<file path="src/rtl/edge_dly_pkg.sv">
// Package: shared types for the edge delay generator.
// Assumes the mode code layout of the top-level edge_sel input.
package edge_dly_pkg;

    // Polarity selection; bit 0 enables rising delay, bit 1 falling delay.
    typedef enum logic [1:0] {
        MODE_NONE = 2'b00,
        MODE_RISE = 2'b01,
        MODE_FALL = 2'b10,
        MODE_BOTH = 2'b11
    } edge_mode_e;

    // True when a transition toward new_lvl must be held back in this mode.
    function automatic logic needs_delay(edge_mode_e mode, logic new_lvl);
        logic [1:0] m;
        m = mode;
        return new_lvl ? m[0] : m[1];
    endfunction

endpackage

</file>
<file path="src/rtl/edge_dly_sync.sv">
// Module: edge_dly_sync
// Multi-stage input synchroniser with a run-time bypass.
// Assumes STAGES >= 1; the bypass path is combinational and is intended
// only for inputs already synchronous to clk.
module edge_dly_sync #(
    parameter int STAGES = 2
) (
    input  logic clk,
    input  logic rst_n,
    input  logic din,
    input  logic bypass,
    output logic lvl
);

    logic [STAGES-1:0] chain_q;

    for (genvar i = 0; i < STAGES; i++) begin : g_stage
        if (i == 0) begin : g_first
            // First flop samples the raw asynchronous input.
            always_ff @(posedge clk) begin
                if (!rst_n) chain_q[0] <= 1'b0;
                else        chain_q[0] <= din;
            end
        end else begin : g_next
            // Later flops resolve metastability of the stage before.
            always_ff @(posedge clk) begin
                if (!rst_n) chain_q[i] <= 1'b0;
                else        chain_q[i] <= chain_q[i-1];
            end
        end
    end

    // Select raw input or last synchroniser stage.
    always_comb begin
        lvl = bypass ? din : chain_q[STAGES-1];
    end

endmodule

</file>
<file path="src/rtl/edge_dly_cnt.sv">
// Module: edge_dly_cnt
// Loadable down-counter that times one delay window.
// Assumes the controller never asserts load and step together; clear wins.
module edge_dly_cnt #(
    parameter int WIDTH = 8
) (
    input  logic             clk,
    input  logic             rst_n,
    input  logic             clear,
    input  logic             load,
    input  logic             step,
    input  logic [WIDTH-1:0] load_val,
    output logic [WIDTH-1:0] count,
    output logic             last
);

    localparam logic [WIDTH-1:0] ONE = WIDTH'(1);

    logic [WIDTH-1:0] cnt_q;

    // Counter register: clear, load or decrement.
    always_ff @(posedge clk) begin
        if (!rst_n)     cnt_q <= '0;
        else if (clear) cnt_q <= '0;
        else if (load)  cnt_q <= load_val;
        else if (step)  cnt_q <= cnt_q - ONE;
    end

    // Terminal flag: the current edge is the final one of the window.
    always_comb begin
        count = cnt_q;
        last  = (cnt_q == ONE);
    end

endmodule

</file>
<file path="src/rtl/edge_dly_ctrl.sv">
// Module: edge_dly_ctrl
// Output and busy state machine: decides for each pending transition
// whether to pass it, start a count, keep counting, finish or drop it.
// Assumes lvl is already synchronous to clk.
module edge_dly_ctrl
    import edge_dly_pkg::*;
(
    input  logic       clk,
    input  logic       rst_n,
    input  logic       lvl,
    input  edge_mode_e mode,
    input  logic       zero_dly,
    input  logic       cnt_last,
    output logic       dout,
    output logic       busy,
    output logic       cnt_clear,
    output logic       cnt_load,
    output logic       cnt_step
);

    logic dout_q, dout_d;
    logic busy_q, busy_d;
    logic pending;
    logic hold;

    // Classify the current input against the output.
    always_comb begin
        pending = (lvl != dout_q);
        hold    = needs_delay(mode, lvl);
    end

    // Next-state decision for output, busy and counter controls.
    always_comb begin
        dout_d    = dout_q;
        busy_d    = busy_q;
        cnt_clear = 1'b0;
        cnt_load  = 1'b0;
        cnt_step  = 1'b0;
        if (!pending) begin
            busy_d    = 1'b0;
            cnt_clear = busy_q;
        end else if (!hold) begin
            dout_d    = lvl;
            busy_d    = 1'b0;
            cnt_clear = busy_q;
        end else if (!busy_q) begin
            if (zero_dly) begin
                dout_d = lvl;
            end else begin
                cnt_load = 1'b1;
                busy_d   = 1'b1;
            end
        end else if (cnt_last) begin
            dout_d    = lvl;
            busy_d    = 1'b0;
            cnt_clear = 1'b1;
        end else begin
            cnt_step = 1'b1;
        end
    end

    // State registers with synchronous active-low reset.
    always_ff @(posedge clk) begin
        if (!rst_n) begin
            dout_q <= 1'b0;
            busy_q <= 1'b0;
        end else begin
            dout_q <= dout_d;
            busy_q <= busy_d;
        end
    end

    // Drive the outputs from the registers.
    always_comb begin
        dout = dout_q;
        busy = busy_q;
    end

endmodule

</file>
<file path="src/rtl/edge_dly.sv">
// Module: edge_dly (top)
// Programmable edge delay generator: synchroniser, down-counter and
// controller. Assumes din may be asynchronous unless sync_bypass is set.
module edge_dly
    import edge_dly_pkg::*;
#(
    parameter int CNT_W       = 8,
    parameter int SYNC_STAGES = 2
) (
    input  logic             clk,
    input  logic             rst_n,
    input  logic             din,
    input  logic [CNT_W-1:0] dly_val,
    input  logic [1:0]       edge_sel,
    input  logic             sync_bypass,
    output logic             dout,
    output logic             busy
);

    logic             sync_lvl;
    logic [CNT_W-1:0] cnt_val;
    logic             cnt_last;
    logic             cnt_clear;
    logic             cnt_load;
    logic             cnt_step;
    logic             zero_dly;
    edge_mode_e       mode;

    // Decode configuration inputs.
    always_comb begin
        mode     = edge_mode_e'(edge_sel);
        zero_dly = (dly_val == '0);
    end

    edge_dly_sync #(
        .STAGES (SYNC_STAGES)
    ) u_sync (
        .clk    (clk),
        .rst_n  (rst_n),
        .din    (din),
        .bypass (sync_bypass),
        .lvl    (sync_lvl)
    );

    edge_dly_cnt #(
        .WIDTH (CNT_W)
    ) u_cnt (
        .clk      (clk),
        .rst_n    (rst_n),
        .clear    (cnt_clear),
        .load     (cnt_load),
        .step     (cnt_step),
        .load_val (dly_val),
        .count    (cnt_val),
        .last     (cnt_last)
    );

    edge_dly_ctrl u_ctrl (
        .clk       (clk),
        .rst_n     (rst_n),
        .lvl       (sync_lvl),
        .mode      (mode),
        .zero_dly  (zero_dly),
        .cnt_last  (cnt_last),
        .dout      (dout),
        .busy      (busy),
        .cnt_clear (cnt_clear),
        .cnt_load  (cnt_load),
        .cnt_step  (cnt_step)
    );

endmodule

</file>
<file path="config.mk">
export PLATFORM = sky130hd
export DESIGN_NAME = edge_dly
export DESIGN_NICKNAME = d
export VERILOG_FILES = /design/src/rtl/edge_dly_pkg.sv /design/src/rtl/edge_dly_sync.sv /design/src/rtl/edge_dly_cnt.sv /design/src/rtl/edge_dly_ctrl.sv /design/src/rtl/edge_dly.sv
export SDC_FILE = /design/constraint.sdc
export NUM_CORES = 1
export LEC_CHECK = 0
export BUFFER_PORTS_ARGS = -buffer_cell sky130_fd_sc_hd__buf_2
export CELL_PAD_IN_SITES_DETAIL_PLACEMENT = 1
export CELL_PAD_IN_SITES_GLOBAL_PLACEMENT = 1
export CORE_MARGIN = 3
export CORE_UTILIZATION = 38
export CTS_CLUSTER_SIZE = 20
export DETAILED_ROUTE_END_ITERATION = 12
export MAX_ROUTING_LAYER = met4
export PLACE_DENSITY_LB_ADDON = 0.1
export SYNTH_ARGS = -nofsm -noshare
export SYNTH_HDL_FRONTEND = slang
export SYNTH_SLANG_ARGS = --single-unit
</file>
<file path="constraint.sdc">
create_clock -name clk -period 2 [get_ports clk]
set_input_delay 0.2 -clock clk [delete_from_list [all_inputs] [get_ports clk]]
set_output_delay 0.2 -clock clk [all_outputs]
set_load 0.005 [all_outputs]
</file>
==> results.cfg, run 1 <==
[status]
outcome = completed

[clock_tree]
clockRootBuffer = sky130_fd_sc_hd__clkbuf_4
cts_inserted_buffers = 3
cts_setup_buffers = 0
post_cts.resized_instances = 0
clk_latency_ps = 280
cts_buffer_depth = 2
clkTransAtPathRegs_ps = 90
postCtsHoldBufs = 0
cts_tree = built
ctsHtreeMaxLevel = 1
total_clock_sinks = 12

[detailed_routing]
wire_per_inst_um = 15.7
drc = 0
initial_drc_count = 14
firstDrtPassIters = 4
drt-total-wl_mm = 2.23
antenna_violating_nets_left = 0
route.detailed.vias_per_inst = 5.74
dr_total_vias = 815

[setup_path]
largest_incremental_delay_on_the_critical_path_ps = 570
cp_num_buf_inv = 0
timing.critical_path.to_type = flop
crit_family = simple AND/OR/NAND/NOR gates
rr_worst_depth = 5
crit_chain = or4_4, nor4b_4, a211oi_2, nand2b_4, a21oi_2
reg2reg_setup_slack_ps = 110
reg2reg_to = u_cnt.count[0]
cp_max_fo = 9
critical_path.slowest_cell = sky130_fd_sc_hd__or4_4
critPathArrivalTime_ps = 2120
path_class = reg2reg
worstPathRequired_ps = 2220
beginning_of_the_worst_register_to_register_path = u_cnt.count[3]
worst_setup_path_start_kind = flop

[hold_path]
hold_path.startpoint = din
timing.hold.worst_path_depth = 2
hold_path.class = in2reg
worst_hold_path.endpoint = u_sync.chain_q[0]

[logic_synthesis]
syn-cell-area_sq_um = 769
yosys-mux-area-fraction_pct = 4.07
synth-simple-area-share_pct = 32.8
area_fraction_in_compound_gates_after_synthesis_pct = 25.2
mappedNetlistNets = 109
yosys.area_share.adder_pct = 3.25
synthesis.instances = 93
synthDistinctLibCells = 34
avgSynthCellArea_sq_um = 8.27
ys_seq_elements = 12
yosys_warnings = 0
main_combinational_cell_family_by_area_after_synthesis = simple AND/OR/NAND/NOR gates
synth_xor_xnor_area_share_pct = 0
seq_area_frac_synth_pct = 31.2

[timing]
final_setup_violation_count = 0
period_needed_ps = 1890
post-route-period-util_pct = 94.6
highest_attainable_clock_frequency_ghz = 0.529
maxSlewViolCount = 0
finalHoldViolCount = 0
post_route_setup_tns_ps = 0
finalClockSkew_ps = 2.77
rsz0062_at_grt = no
worst_slew_pin_slew_ps = 592
post-route-worst-setup-slack_ps = 109
slew-limit-headroom_pct = 60.4

[placed_design]
hpwl_mm = 1.65
globalplace.congestion = 0.827
pre_cts_ws_ps = 6.89
numPortBuffers = 15

[grt]
grt_start_max_net_pins = 17
antenna_found_initial = 0
grt_pass1_vias = 801
globalRouteTotalUtil_pct = 19.3
grt_first_pass_wirelength_mm = 3.63
grt_overflow_total = 0

[final_layout]
drive_gt1_share_pct = 33.3
antenna-diode-count = 0
syn_to_final_growth_pct = 25.0
design.final.nets = 134

[die]
die_height_um = 51
num_io_pins = 16
die-area_sq_mm = 0.00260
chipWidth_um = 51
effective_utilization_at_floorplan_pct = 42.3
floorplan.core_area_sq_mm = 0.00182
row_count = 15

[flow_run]
maxCapViolations = 0

[power]
p_per_area_mw_per_mm2 = 637
vdd_drop_max_mv = 0.363
p_leak_nw = 0.391
-- metal layers --
layer | GRT usage, % | part of all wire, % | vias up
met1 | 23.4 | 45 | 388
met3 | 2.92 | 5.3 | 7
li1 | - | - | 391
met4 | 8.97 | 1.5 | 0
met2 | 31.5 | 48 | 29
met5 | - | 0 | -
-- cell usage after synthesis (all sizes together) --
library cell | number | area [sq um]
ha | 2 | 25.0
and3 | 1 | 7.51
nor3 | 6 | 30.0
nor2 | 5 | 18.8
o21ai | 14 | 70.1
nor3b | 1 | 7.51
o31ai | 1 | 7.51
or3 | 1 | 6.26
dfxtp | 12 | 240
nor2b | 5 | 31.3
nor4b | 2 | 32.5
nand2 | 5 | 18.8
and2b | 2 | 17.5
and2 | 3 | 20.0
nor4 | 2 | 12.5
a21o | 1 | 8.76
inv | 3 | 11.3
nand2b | 1 | 13.8
o21bai | 1 | 7.51
or4 | 3 | 28.8
buf | 1 | 11.3
a31oi | 3 | 18.8
o21a | 1 | 7.51
mux2 | 1 | 11.3
mux2i | 2 | 20.0
nand3b | 1 | 7.51
clkbuf | 1 | 3.75
a211oi | 2 | 20.0
a21oi | 10 | 53.8
-- final cells by class --
type | count | area, sq um
inverters | 3 | 11.3
well taps | 25 | 31.3
fillers | 236 | 858
multi-input cells | 76 | 503
repair buffers | 22 | 140
flip-flops and latches | 12 | 240
clock buffers | 4 | 36.3
-- per-stage QoR --
| stage | util, % | instance area, sq um | total power, mW | instances | hold slack (ps) |
|---|---|---|---|---|---|
| 2_1_floorplan | - | 769 | 0.355 | 93 | 322 |
| 3_3_place_gp | 50.9 | 926 | 0.405 | 138 | 416 |
| 3_5_place_dp | 50.9 | 926 | 0.408 | 138 | 424 |
| 4_1_cts | 52.9 | 962 | 0.617 | 142 | 132 |
| 5_1_grt | 52.9 | 962 | 0.643 | 142 | 142 |
| 6_report | 52.9 | 962 | 0.613 | 142 | 138 |
-- worst max path at each step --
stage / startpoint / to / slack [ps] / cells past startpoint
floorplan: u_cnt.count[3] / u_cnt.count[1] / 240 / 5
global placement: dly_val[4] / u_cnt.count[5] / 60 / 6
detailed placement: dly_val[4] / u_cnt.count[5] / 7 / 6
CTS: u_cnt.count[3] / u_cnt.count[0] / 80 / 5
global route: u_cnt.count[3] / u_cnt.count[2] / 2 / 6
finish: u_cnt.count[3] / u_cnt.count[0] / 110 / 5
-- worst reg2reg max path, stage by stage (launching register included) --
cell	delay [ps]
sky130_fd_sc_hd__dfxtp_1	330
sky130_fd_sc_hd__or4_4	570
sky130_fd_sc_hd__nor4b_4	390
sky130_fd_sc_hd__a211oi_2	240
sky130_fd_sc_hd__nand2b_4	190
sky130_fd_sc_hd__a21oi_2	110
-- sequential cells by signal, indices dropped and copies added (netlist names) --
signal and count:
u_sync.chain_q 2, u_ctrl.dout 1, u_ctrl.busy 1, u_cnt.count 8
-- power breakdown --
part	internal (mW)	total, mW	switching [mW]
Clock	0.111	0.207	0.0963
Combinational	0.0679	0.144	0.0762
Sequential	0.251	0.261	0.0104
Total	0.430	0.613	0.183
-- kinds of logic after synthesis --
| logic type | count (synthesis) |
|---|---|
| buffers and inverters | 5 |
| and+or+nand+nor | 38 |
| AOI/OAI and AO/OA | 33 |
| DFF | 12 |
| adders and majority gates | 2 |
| muxes | 3 |
-- cell usage in the layout, fill, tap and decap left out, types with 3 or more instances in the layout --
master                     instances
sky130_fd_sc_hd__nand2_1           5
sky130_fd_sc_hd__inv_1             3
sky130_fd_sc_hd__dfxtp_1          12
sky130_fd_sc_hd__o21ai_0          14
sky130_fd_sc_hd__nor2_1            5
sky130_fd_sc_hd__clkbuf_4          3
sky130_fd_sc_hd__nor2b_1           5
sky130_fd_sc_hd__buf_4             6
sky130_fd_sc_hd__nor3_1            6
sky130_fd_sc_hd__buf_2            15
sky130_fd_sc_hd__a31oi_1           3
sky130_fd_sc_hd__a21oi_1           9
No activity file was read; power rests on OpenSTA's default activity.
==> inputs of run 2 (changes only) <==
Settings changed: CORE_ASPECT_RATIO from default to 1.2.
==> run 2 against run 1 <==
- register-to-register slack about the same
- final area increased by 1.8%
- wire length decreased by 7.4%
- clock skew decreased by 1.7 ps
- die area about the same
- core utilization decreased by 0.51 points
- sequential share of layout area decreased by 0.45 points
- clock power decreased by 6%
==> results.cfg, run 2 (synthesized netlist as in run 1, its figures left out) <==
[detailed_routing]
wire_per_inst_um = 14.8
initial_drc_count = 7
drc = 0
antenna_violating_nets_left = 0
dr_wl_met2_um = 979
drt-total-wl_mm = 2.07
met3_routed_wl_um = 65
dr_total_vias = 786
dr.max_layer_used = met4
firstDrtPassIters = 4
m1WireLength_um = 976
route.detailed.vias_per_inst = 5.61

[timing]
highest_attainable_clock_frequency_ghz = 0.532
period_needed_ps = 1880
post-route-period-util_pct = 94.0
final_setup_violation_count = 0
post_route_setup_tns_ps = 0
rsz0062_at_grt = no
finalHoldViolCount = 0
slew-limit-headroom_pct = 66.6
holdWs_ps = 134
worst_slew_pin_slew_ps = 497
finalClockSkew_ps = 1.07
maxSlewViolCount = 0

[placed_design]
numPortBuffers = 15
hpwl_mm = 1.72
globalplace.congestion = 0.806
place_inst = 135

[die]
effective_utilization_at_floorplan_pct = 41.1
die-area_sq_mm = 0.00260
floorplan.core_area_sq_mm = 0.00187
chipWidth_um = 47.1
die_height_um = 55.3
num_io_pins = 16
row_count = 17

[setup_path]
timing.critical_path.to_type = flop
critPathArrivalTime_ps = 2100
reg2reg_setup_slack_ps = 120
largest_incremental_delay_on_the_critical_path_ps = 570
crit_chain = or4_4, nor4b_4, buf_4, buf_4, a211oi_4, nand2b_4, a21oi_2
worstPathRequired_ps = 2220
critical_path.slowest_cell = sky130_fd_sc_hd__or4_4
critical-path-top-cell-by-count = sky130_fd_sc_hd__buf_4
cp_max_fo = 9
path_class = reg2reg
worst_setup_path_start_kind = flop

[grt]
globalRouteTotalUtil_pct = 20.1
grt_first_pass_wirelength_mm = 3.74
antenna_found_initial = 0
grt_pass1_vias = 803
grt_overflow_total = 0
grt_start_max_net_pins = 17

[final_layout]
final_core_utilization_pct = 52.3
antenna-diode-count = 0
syn_to_final_growth_pct = 27.3
drive_gt1_share_pct = 35.5
instances_no_fill = 140
mostFrequentLayoutCells = sky130_fd_sc_hd__buf_2, sky130_fd_sc_hd__o21ai_0, sky130_fd_sc_hd__dfxtp_1
largest_reg_flops = 8
design.final.nets = 138
most_common_cell_after_layout_fill_and_taps_aside = sky130_fd_sc_hd__buf_2

[clock_tree]
postCtsHoldBufs = 0
total_clock_sinks = 12
cts_inserted_buffers = 3
cts_buffer_depth = 2
clkTransAtPathRegs_ps = 80
cts_tree = built
clockRootBuffer = sky130_fd_sc_hd__clkbuf_4
ctsHtreeMaxLevel = 1
clk_latency_ps = 280

[status]
outcome = completed

[flow_run]
maxCapViolations = 0

[power]
vdd_drop_max_mv = 0.445
p_leak_nw = 0.406
p_per_area_mw_per_mm2 = 614

[hold_path]
hold_path.class = in2reg
run 2: final timing paths:
kind	cells after the start	to	startpoint
worst max-delay path	7	u_cnt.count[0]	u_cnt.count[3]
worst min-delay path	2	u_sync.chain_q[0]	din
worst max register to register	7	u_cnt.count[0]	u_cnt.count[3]
worst min register to register	1	u_sync.chain_q[1]	u_sync.chain_q[0]
run 2: layout make-up:
class	count	area, sq um
well taps	19	23.8
flip-flops and latches	12	240
inverters	3	11.3
multi-input cells	76	510
repair buffers	26	158
clock buffers	4	36.3
fillers	249	892
run 2: stage by stage:
| stage | cell area (sq um) | setup WS, ps | power, mW |
|---|---|---|---|
| floorplan | 769 | 244 | 0.355 |
| global placement | 928 | 101 | 0.406 |
| detailed placement | 928 | 40.4 | 0.409 |
| CTS | 965 | 54.6 | 0.607 |
| global route | 980 | 3.90 | 0.650 |
| finish | 980 | 120 | 0.601 |
run 2: repair_timing:
item                       in CTS  in global routing
resized for setup               0                  2
setup endpoints to repair       0                  8
setup buffers                   0                  1
run 2: metal layers:
| metal | GRT usage [%] | vias to the layer above |
|---|---|---|
| li1 | - | 402 |
| met1 | 27.9 | 364 |
| met2 | 28.3 | 15 |
| met3 | 2.93 | 5 |
| met4 | 8.30 | 0 |
| met5 | - | - |
run 2: critical path: cells and delay by family (launching register included):
| kind | cells | cell delay [ps] |
|---|---|---|
| DFF | 1 | 320 |
| and+or+nand+nor | 3 | 1000 |
| AOI/OAI and AO/OA | 2 | 210 |
| buffers and inverters | 2 | 300 |
run 2: report_power, final:
| part | total [mW] | switching [mW] | internal [mW] |
|---|---|---|---|
| Sequential | 0.260 | 0.00921 | 0.251 |
| Combinational | 0.146 | 0.0756 | 0.0705 |
| Clock | 0.195 | 0.0844 | 0.111 |
==> inputs of run 3 (changes only) <==
Settings changed: ABC_AREA from default to 1.
==> run 3 against run 2 <==
- sequential cell count is the same
- first-iteration DRC count increased by 14%
- combinational power grew 120%
- setup slack better by 380 ps
- wire length grew 15%
- area after synthesis up 21%
- clock power down 25%
- sequential power increased by 8.8%
- die area up 19%
- final area increased by 8.9%
- final cell count rose by 39%
- critical endpoint is now u_cnt.count[7]
==> results.cfg, run 3 <==
[setup_path]
critPathArrivalTime_ps = 1670
worstPathRequired_ps = 2170
cp_max_fo = 12
worst_setup_path_start_kind = flop
critPathLaunch = u_cnt.count[1]
timing.critical_path.to_type = flop
beginning_of_the_worst_register_to_register_path = u_cnt.count[1]
path_class = reg2reg

[timing]
maxSlewViolCount = 0
worst_slew_pin_slew_ps = 272
rsz0062_at_grt = no
slew-limit-headroom_pct = 81.8
finalHoldViolCount = 0
highest_attainable_clock_frequency_ghz = 0.668
final_setup_violation_count = 0
post-route-worst-setup-slack_ps = 502
finalClockSkew_ps = 5.11
period_needed_ps = 1500
post-route-period-util_pct = 74.9
post_route_setup_tns_ps = 0

[final_layout]
syn_to_final_growth_pct = 14.2
drive_gt1_share_pct = 25.6
multiInputGateArea_sq_um = 601
mostFrequentLayoutCells = sky130_fd_sc_hd__nand2_1, sky130_fd_sc_hd__nor2_1, sky130_fd_sc_hd__inv_1
largest_reg_flops = 8
n_fill_cell = 347
most_common_cell_after_layout_fill_and_taps_aside = sky130_fd_sc_hd__nand2_1
antenna-diode-count = 0
design.final.nets = 182
sequential_standard_cell_area_sq_um = 240

[detailed_routing]
initial_drc_count = 8
firstDrtPassIters = 3
route.detailed.vias_per_inst = 4.79
drc = 0
antenna_violating_nets_left = 0
wire_per_inst_um = 12.2
drt-total-wl_mm = 2.38
dr_total_vias = 935

[status]
outcome = completed

[clock_tree]
total_clock_sinks = 12
post_cts.resized_instances = 0
clkTransAtPathRegs_ps = 70
ctsHtreeMaxLevel = 1
cts_setup_buffers = 0
postCtsHoldBufs = 0
cts_inserted_buffers = 3
clockRootBuffer = sky130_fd_sc_hd__clkbuf_4
clk_latency_ps = 270
cts_tree = built
cts_buffer_depth = 2

[grt]
grt_pass1_vias = 997
grt_first_pass_wirelength_mm = 4.31
use_met1_pct = 20.5
globalRouteTotalUtil_pct = 18.7
gr_peak_layer = met2
grt_overflow_total = 0
grt.met2_usage_pct = 34.8
grt_start_max_net_pins = 13
antenna_found_initial = 0
use_met3_pct = 4.67

[logic_synthesis]
synthArstFlopShare_pct = 0
yosys_warnings = 0
mappedNetlistNets = 162
synth.area.top_cells = sky130_fd_sc_hd__dfxtp_1, sky130_fd_sc_hd__nand2_1, sky130_fd_sc_hd__nand3_1
ys_seq_elements = 12
synthDistinctLibCells = 21
yosys.cell_count.top_type = sky130_fd_sc_hd__nand2_1
syn-cell-area_sq_um = 935
avgSynthCellArea_sq_um = 6.40
synth_flop_cell = sky130_fd_sc_hd__dfxtp_1
seq_area_frac_synth_pct = 25.7
synth_commonest_cells = sky130_fd_sc_hd__nand2_1, sky130_fd_sc_hd__nor2_1, sky130_fd_sc_hd__inv_1
number_of_flops_mapped_to_enable_cells_by_yosys = 0
netlist.top_cell.by_area = sky130_fd_sc_hd__dfxtp_1
post-synth-top-area-fraction_pct = 25.7
synthesis.instances = 146

[power]
p_per_area_mw_per_mm2 = 701
p_leak_nw = 0.539
vdd_drop_max_mv = 0.476

[hold_path]
hold_path.class = in2reg
hold_path.startpoint = din

[placed_design]
globalplace.congestion = 0.754
numPortBuffers = 15
pre_cts_ws_ps = 504
hpwl_mm = 2.01

[die]
floorplan.core_area_sq_mm = 0.00231
row_count = 19
die-area_sq_mm = 0.00309
chipWidth_um = 51.3
num_io_pins = 16
effective_utilization_at_floorplan_pct = 40.5
die_height_um = 60.3

[flow_run]
maxCapViolations = 0
## run 3: final cells by class
| type | instances | share of cell area (%) |
|---|---|---|
| Clock buffer | 3 | 2.11 |
| Timing Repair Buffer | 16 | 7.74 |
| Tap cell | 31 | 3.63 |
| Multi-Input combinational cell | 111 | 56.3 |
| Sequential cell | 12 | 22.5 |
| Inverter | 22 | 7.74 |
## run 3: metal layers
| layer | part of all wire [%] | vias to the layer above |
|---|---|---|
| li1 | - | 486 |
| met2 | 55 | 13 |
| met4 | 0 | 0 |
| met5 | 0 | - |
| met3 | 3.6 | 0 |
| met1 | 41 | 436 |
## run 3: worst paths after layout
path,depth (start not counted),endpoint,slack (ps)
min reg2reg,2,u_sync.chain_q[1],430
max reg2reg,9,u_cnt.count[7],500
min,3,u_sync.chain_q[0],150
max,9,u_cnt.count[7],500
## run 3: worst max-delay path, cell delays in order (launching register included)
cell,delay [ps]
sky130_fd_sc_hd__dfxtp_1,300
sky130_fd_sc_hd__inv_1,100
sky130_fd_sc_hd__ha_1,190
sky130_fd_sc_hd__nand2_1,80
sky130_fd_sc_hd__o21ai_2,180
sky130_fd_sc_hd__nand2_1,120
sky130_fd_sc_hd__nand2_2,210
sky130_fd_sc_hd__nor2_1,90
sky130_fd_sc_hd__nand2_1,80
sky130_fd_sc_hd__a21oi_2,50
## run 3: power by group
| part | leakage (nW) | internal (mW) | switching, mW |
|---|---|---|---|
| clock network | 0.0138 | 0.0697 | 0.0776 |
| registers | 0.0983 | 0.261 | 0.0222 |
| logic | 0.427 | 0.120 | 0.198 |
| total | 0.539 | 0.450 | 0.298 |
## run 3: logic make-up (layout without fill, tap and decap cells)
group,count (synthesis),count (layout),synth area share (%)
xor+xnor,4,4,3.75
buf+inv,23,41,10.0
compound gates,15,15,13.1
fa+ha+maj,2,2,2.68
flops,12,12,25.7
simple gates,90,90,44.7
## run 3: through the flow
stage / hold WS, ps / instance area (sq um) / power [mW] / utilization, % / std cells
after detailed placement: 430 / 1040 / 0.608 / 45.3 / 192
final: 148 / 1070 / 0.748 / 46.3 / 195
after global routing: 160 / 1070 / 0.822 / 46.3 / 195
after floorplan: 293 / 935 / 0.528 / - / 146
after global placement: 421 / 1040 / 0.597 / 45.3 / 192
after CTS: 151 / 1070 / 0.761 / 46.3 / 195
